File: config.mk
export PLATFORM = sky130hd
export DESIGN_NAME = sdram_init_seq
export DESIGN_NICKNAME = d
export VERILOG_FILES = /design/src/rtl/sdram_init_pkg.sv /design/src/rtl/sdram_mode_calc.sv /design/src/rtl/sdram_gap_timer.sv /design/src/rtl/sdram_cmd_select.sv /design/src/rtl/sdram_init_seq.sv
export SDC_FILE = /design/constraint.sdc
export NUM_CORES = 1
export LEC_CHECK = 0
export ABC_AREA = 1
export CORE_AREA = 2 2 62 64
export CTS_CLUSTER_DIAMETER = 200
export DETAILED_ROUTE_END_ITERATION = 10
export DIE_AREA = 0 0 64 66
export GPL_TIMING_DRIVEN = 0
export PLACE_DENSITY = 0.85
export SLEW_MARGIN = 20
export SYNTH_ARGS = -nofsm -noshare
export SYNTH_HDL_FRONTEND = slang
export SYNTH_SLANG_ARGS = --single-unit
File: constraint.sdc
create_clock -name clk -period 3.3 [get_ports clk]
set_input_delay 0.495 -clock clk [delete_from_list [all_inputs] [get_ports clk]]
set_output_delay 0.495 -clock clk [all_outputs]
set_load 0.05 [all_outputs]
File: src/rtl/sdram_init_pkg.sv
package sdram_init_pkg;

    typedef enum logic [1:0] {
        CMD_NOP      = 2'd0,
        CMD_PRECHARGE = 2'd1,
        CMD_REFRESH  = 2'd2,
        CMD_MODESET  = 2'd3
    } cmd_code_t;

    typedef enum logic [1:0] {
        ST_IDLE  = 2'd0,
        ST_ISSUE = 2'd1,
        ST_GAP   = 2'd2,
        ST_DONE  = 2'd3
    } seq_state_t;

endpackage

File: src/rtl/sdram_mode_calc.sv
module sdram_mode_calc #(
    parameter int TIMING_W  = 32,
    parameter int CFG_W     = 32,
    parameter int MODE_W    = 8,
    parameter int WIDTH_BIT = 9
) (
    input  logic [TIMING_W-1:0] timing_cfg,
    input  logic [CFG_W-1:0]    group_cfg,
    input  logic [MODE_W-1:0]   mode_override,
    output logic [MODE_W-1:0]   mode_data
);
    logic [2:0]        cas_lat;
    logic              bus_is_32;
    logic [MODE_W-1:0] base_val;
    logic [MODE_W-1:0] calc_val;

    always_comb begin
        cas_lat   = timing_cfg[2:0];
        bus_is_32 = group_cfg[WIDTH_BIT];
        // CL2 payload for latency 2, CL3 payload otherwise
        base_val  = (cas_lat == 3'd2) ? MODE_W'(8'h40) : MODE_W'(8'h60);
        calc_val  = bus_is_32 ? base_val : (base_val >> 1);
        mode_data = (|mode_override) ? mode_override : calc_val;
    end
endmodule

File: src/rtl/sdram_gap_timer.sv
module sdram_gap_timer #(
    parameter int GAP_CYC = 10
) (
    input  logic clk,
    input  logic rst_n,
    input  logic arm,
    output logic ready
);
    generate
        if (GAP_CYC <= 1) begin : g_single
            assign ready = 1'b1;
        end else begin : g_count
            localparam int CNT_W = $clog2(GAP_CYC + 1);
            logic [CNT_W-1:0] cnt;

            always_ff @(posedge clk) begin
                if (!rst_n) begin
                    cnt <= '0;
                end else if (arm) begin
                    cnt <= CNT_W'(GAP_CYC - 1);
                end else if (cnt != '0) begin
                    cnt <= cnt - 1'b1;
                end
            end

            assign ready = (cnt <= CNT_W'(1));
        end
    endgenerate
endmodule

File: src/rtl/sdram_cmd_select.sv
module sdram_cmd_select
    import sdram_init_pkg::*;
#(
    parameter int NUM_CMDS = 11,
    parameter int IDX_W    = 4
) (
    input  logic [IDX_W-1:0] idx,
    output cmd_code_t        code
);
    always_comb begin
        if (idx == '0)                         code = CMD_NOP;
        else if (idx == IDX_W'(1))             code = CMD_PRECHARGE;
        else if (idx == IDX_W'(NUM_CMDS - 1))  code = CMD_MODESET;
        else                                   code = CMD_REFRESH;
    end
endmodule

File: src/rtl/sdram_init_seq.sv
module sdram_init_seq
    import sdram_init_pkg::*;
#(
    parameter int CLK_PERIOD_NS = 8,
    parameter int MIN_GAP_NS    = 80,
    parameter int NUM_REFRESH   = 8,
    parameter int TIMING_W      = 32,
    parameter int CFG_W         = 32,
    parameter int MODE_W        = 8,
    parameter int WIDTH_BIT     = 9,
    parameter int REF_LSB       = 6
) (
    input  logic                 clk,
    input  logic                 rst_n,
    input  logic                 start,
    input  logic [TIMING_W-1:0]  timing_cfg,
    input  logic [CFG_W-1:0]     group_cfg,
    input  logic [MODE_W-1:0]    mode_override,
    output logic                 cmd_valid,
    output logic [MODE_W+1:0]    cmd_word,
    output logic [TIMING_W-1:0]  timing_out,
    output logic                 done
);
    localparam int NUM_CMDS = NUM_REFRESH + 3;
    localparam int IDX_W    = $clog2(NUM_CMDS + 1);
    localparam int GAP_RAW  = (MIN_GAP_NS + CLK_PERIOD_NS - 1) / CLK_PERIOD_NS;
    localparam int GAP_CYC  = (GAP_RAW < 1) ? 1 : GAP_RAW;
    localparam logic [TIMING_W-1:0] REF_MASK = ~(TIMING_W'(3) << REF_LSB);

    seq_state_t        state, state_nx;
    logic [IDX_W-1:0]  idx, idx_nx;
    logic [MODE_W-1:0] mode_data;
    cmd_code_t         code;
    logic              gap_ready;
    logic              gap_arm;

    sdram_mode_calc #(
        .TIMING_W (TIMING_W),
        .CFG_W    (CFG_W),
        .MODE_W   (MODE_W),
        .WIDTH_BIT(WIDTH_BIT)
    ) u_mode (
        .timing_cfg   (timing_cfg),
        .group_cfg    (group_cfg),
        .mode_override(mode_override),
        .mode_data    (mode_data)
    );

    sdram_cmd_select #(
        .NUM_CMDS(NUM_CMDS),
        .IDX_W   (IDX_W)
    ) u_sel (
        .idx (idx),
        .code(code)
    );

    sdram_gap_timer #(
        .GAP_CYC(GAP_CYC)
    ) u_gap (
        .clk  (clk),
        .rst_n(rst_n),
        .arm  (gap_arm),
        .ready(gap_ready)
    );

    // next-state logic
    always_comb begin
        state_nx = state;
        idx_nx   = idx;
        unique case (state)
            ST_IDLE, ST_DONE: begin
                if (start) begin
                    state_nx = ST_ISSUE;
                    idx_nx   = '0;
                end
            end
            ST_ISSUE: begin
                if (idx == IDX_W'(NUM_CMDS - 1)) begin
                    state_nx = ST_DONE;
                end else begin
                    idx_nx   = idx + 1'b1;
                    state_nx = (GAP_CYC <= 1) ? ST_ISSUE : ST_GAP;
                end
            end
            ST_GAP: begin
                if (gap_ready) state_nx = ST_ISSUE;
            end
            default: state_nx = ST_IDLE;
        endcase
    end

    // state register
    always_ff @(posedge clk) begin
        if (!rst_n) begin
            state <= ST_IDLE;
            idx   <= '0;
        end else begin
            state <= state_nx;
            idx   <= idx_nx;
        end
    end

    // outputs
    always_comb begin
        cmd_valid  = 1'b0;
        gap_arm    = 1'b0;
        done       = 1'b0;
        timing_out = timing_cfg & REF_MASK;
        cmd_word   = {mode_data, code};
        unique case (state)
            ST_IDLE:  ;
            ST_ISSUE: begin
                cmd_valid = 1'b1;
                gap_arm   = 1'b1;
            end
            ST_GAP:   ;
            ST_DONE: begin
                done       = 1'b1;
                timing_out = timing_cfg;
            end
            default:  ;
        endcase
    end
endmodule

==> results.txt <==
- The run finished with clean final reports.
* Ratio of total power to cell area: 582.3 nW/µm²
* Commonest non-fill, non-tap cell in the layout: clkdlybuf4s50_1
- The number of cells on the worst reg-to-reg path is 7.
- For the final database, setup skew stands at 2.051 ps.
- The min-delay analysis places its worst path in the category flip-flop to flip-flop.
- The clock reaches the later pin of the worst-skew pair after 270 ps.
- For met3 alone, demand over resource in global routing was between 4 and 5%.
- Launching element type of the critical path: input port
- Entering global routing, the biggest net connects 8 pins.
* Boundary pin count: 119
- Starting density of the core: 27.98%
* Maximum fanout along the worst path: 2
- The routed design has around 2400 µm of wire.
* TritonCTS clock tree: built
- Top achievable clock speed: approximately 350 MHz
- For this run, design rule violations remaining after detail routing come to 0.
* Critical Path End Type: output port
- Met1 Use GR: 9.372%
- After layout, the worst path uses 85.91% of the clock period.
- The final count of hold timing violations was 0.
- Cell chosen for the clock root: clkbuf_4
- Total die area: ~4200 µm²
- CTS built an H-tree with a depth of 1.
- Mapped Area: between 900 and 1000 µm²
- Setup violations remaining at the end of the flow were counted as 0.
- Vias in the first global route: 824
- After routing, the total negative slack on setup checks comes to 0 ps.
- Transition time at the pin with the least slew margin: a little over 500 ps
- Die Span Y: 66 µm
- Critical path class: input port to output port
- Number of warnings reported in the yosys synthesis log: 0
- Ant. Diodes: 0
- Counting every sink on the clock net gives 10.
* Clock-pin slew reported for the worst setup and hold paths after clock tree synthesis: 60 ps
- Area growth from synthesis to layout: 68.77%
* Worst ir drop on vdd: about 230 µV
- Initial antenna violation count: 0
- Dividing the synthesized area by the synthesized cell count gives 6.667 µm².
- The number of nets in the synthesized netlist is 234.
- Synth Register Bits: 10
* Half-perimeter wire length of the detailed placement result: 1998 µm
- From left edge to right edge, the die measures 64 µm.
* Global router's overall resource usage: between 10% and 20%
- Top library cells by usage in the layout, fill and taps aside: clkdlybuf4s50_1, nand2_1, buf_4
- Netlist cell types: 24
- Number of gates resized after CTS: 0
- Peak per-stage delay on the critical path: 700 ps
- The analysis attributes to cell leakage a power of 0.7843 nW.
* Cell Rows: 22
* Sum of buffers and inverters on the critical path: 2
* Total number of vias: 1072
- The max-slew violation count is 0.
- For this design, the CTS-stage hold fixing added 0 buffers.
- Post-CTS setup buffers: 0
* Fraction of the yosys area taken by sequential cells: between 20% and 30%
* Crit path setup slack, layout: 464.9 ps
- After detailed routing, the average wire length per cell comes to 9.165 µm.
- Required time of the critical path: 2800 ps
- Among cell families on the critical path, the largest total delay comes from buffers and inverters.
- Walking the worst path, the cells encountered are clkdlybuf4s50_1, or3b_2, o21ai_0, nand2_1, clkdlybuf4s50_1.
- Number of buffers on the longest clock path: 2
- The startpoint identified for the worst hold timing path is u_gap.g_count.cnt[1].
* Layout cells sized above 1: between 10% and 20%
- Counting every instance in the synthesized netlist gives 149.
- After global routing, the most crowded layer is met2.
- Cell with the largest stage delay on the worst path: clkdlybuf4s50_1
* Iteration-0 DRC Markers: 7
* Total iterations of the first detailed-routing run: 4
- Minimum setup slack after placement: 451.2 ps
* Endpoint of the lowest-slack register-to-register path: idx[2]
- For this run, global-route usage on met2 was measured as 18.62%.
- Critical path's most frequent cell: clkdlybuf4s50_1
- The number of clock buffers added by TritonCTS is 3.
- The detail route stage leaves a number of antenna-violating nets equal to 0.
- Via density per instance: 4.123
* Worst hold path stage count: 2
- In this run the tool buffered the top-level ports with 60 buffer cells.
- Core Area: ~3600 µm²
- Overflow after GRT: 0
* Worst min-delay path endpoint: u_gap.g_count.cnt[1]
- Max-cap violations in this run came to 0.
- The startpoint identified for the worst register-to-register timing path is state[0].
* Net count reported at finish: 299
- Worst EP arrival: ~2300 ps
- Relative slew margins: 66.32%
- Wire length of the first global-routing pass: 3312 µm
- Gpl congestion: 0.8103
* Setup slack on the worst flop-to-flop path: 1820 ps
- Setup repair after global routing missed its margin: false
* Min Clock Period, post-route: roughly 2800 ps
-- synthesized netlist by cell type --
cell       n  area [µm²]
nand2_1   30       112.6
nor2_2     1       6.260
nor2_4     1       11.26
a211oi_1   1       7.510
buf_4     30       225.2
nand3b_1   1       7.510
o21ai_0    3       15.01
nor3_1     2       10.01
a21oi_1    6       30.03
nor2_1    16       60.06
a22oi_1    1       7.510
clkbuf_1   5       18.77
a21o_1     1       7.510
dfxtp_1   10       200.2
o31ai_1    1       7.510
ha_1      10       125.1
or3b_2     1       8.760
a21oi_2    1       8.760
inv_1     17       63.81
inv_2      2       7.510
xnor2_1    1       8.760
nand4_1    2       12.51
or2_0      1       6.260
nand3_1    5       25.02
-- per-layer routing --
layer,share of wire [%],vias up
li1,-,556
met1,40,451
met2,45,60
met3,13,5
met4,2.1,0
met5,0,-
-- state kept, by name (all words and copies together) (netlist names) --
name               count
u_gap.g_count.cnt      4
state                  2
idx                    4
-- cells by family (layout without fill, tap and decap cells) --
logic type | count (synthesis) | in the layout | share of synthesized area, %
and+or+nand+nor | 60 | 60 | 26.20
buffers and inverters | 54 | 117 | 31.74
AOI/OAI and AO/OA | 14 | 14 | 8.439
xor gates and xnor gates | 1 | 1 | 0.8818
DFF | 10 | 10 | 20.15
adders and majority gates | 10 | 10 | 12.59
-- where the power goes --
part,switching (mW),internal (mW),total [mW]
registers,0.0441,0.165,0.209
logic,0.425,0.255,0.680
clock network,0.0454,0.0423,0.0877
total,0.515,0.462,0.976
-- stage by stage --
step / utilization (%) / instances / hold WS, ps / instance area [µm²] / total power, mW
floorplan: - / 149 / 473.9 / 993.5 / 0.7164
global placement: 46.58 / 257 / 497.0 / 1654 / 0.8765
detailed placement: 46.58 / 257 / 501.6 / 1654 / 0.8939
CTS: 47.22 / 260 / 510.9 / 1677 / 0.9830
global route: 47.22 / 260 / 542.5 / 1677 / 1.055
finish: 47.22 / 260 / 508.4 / 1677 / 0.9762
-- area by class of cell --
class                           count  area (µm²)
Fill cell                         339        1874
Timing Repair Buffer               60       600.6
Multi-Input combinational cell     85       478.0
Buffer                             35       244.0
Sequential cell                    10       200.2
Inverter                           19       71.32
Tap cell                           48       60.06
Clock buffer                        3       22.52
-- worst reg2reg max path: cells and delay by family, from the launching register on --
kind / cells / cell delay, ps
flops: 1 / 380
buf+inv: 2 / 110
compound gates: 1 / 140
simple gates: 3 / 510
fa+ha+maj: 1 / 270
-- how the worst max path moves through the flow --
stage | from | to | slack [ps] | cells after the start
final | timing_cfg[1] | cmd_word[7] | 460 | 5
after global placement | timing_cfg[1] | cmd_word[7] | 470 | 5
after global routing | timing_cfg[1] | cmd_word[7] | 390 | 5
after detailed placement | timing_cfg[1] | cmd_word[7] | 450 | 5
after floorplan | idx[0] | cmd_word[1] | 1040 | 3
after CTS | timing_cfg[1] | cmd_word[7] | 450 | 5
Power figures use the tool's default switching activity.
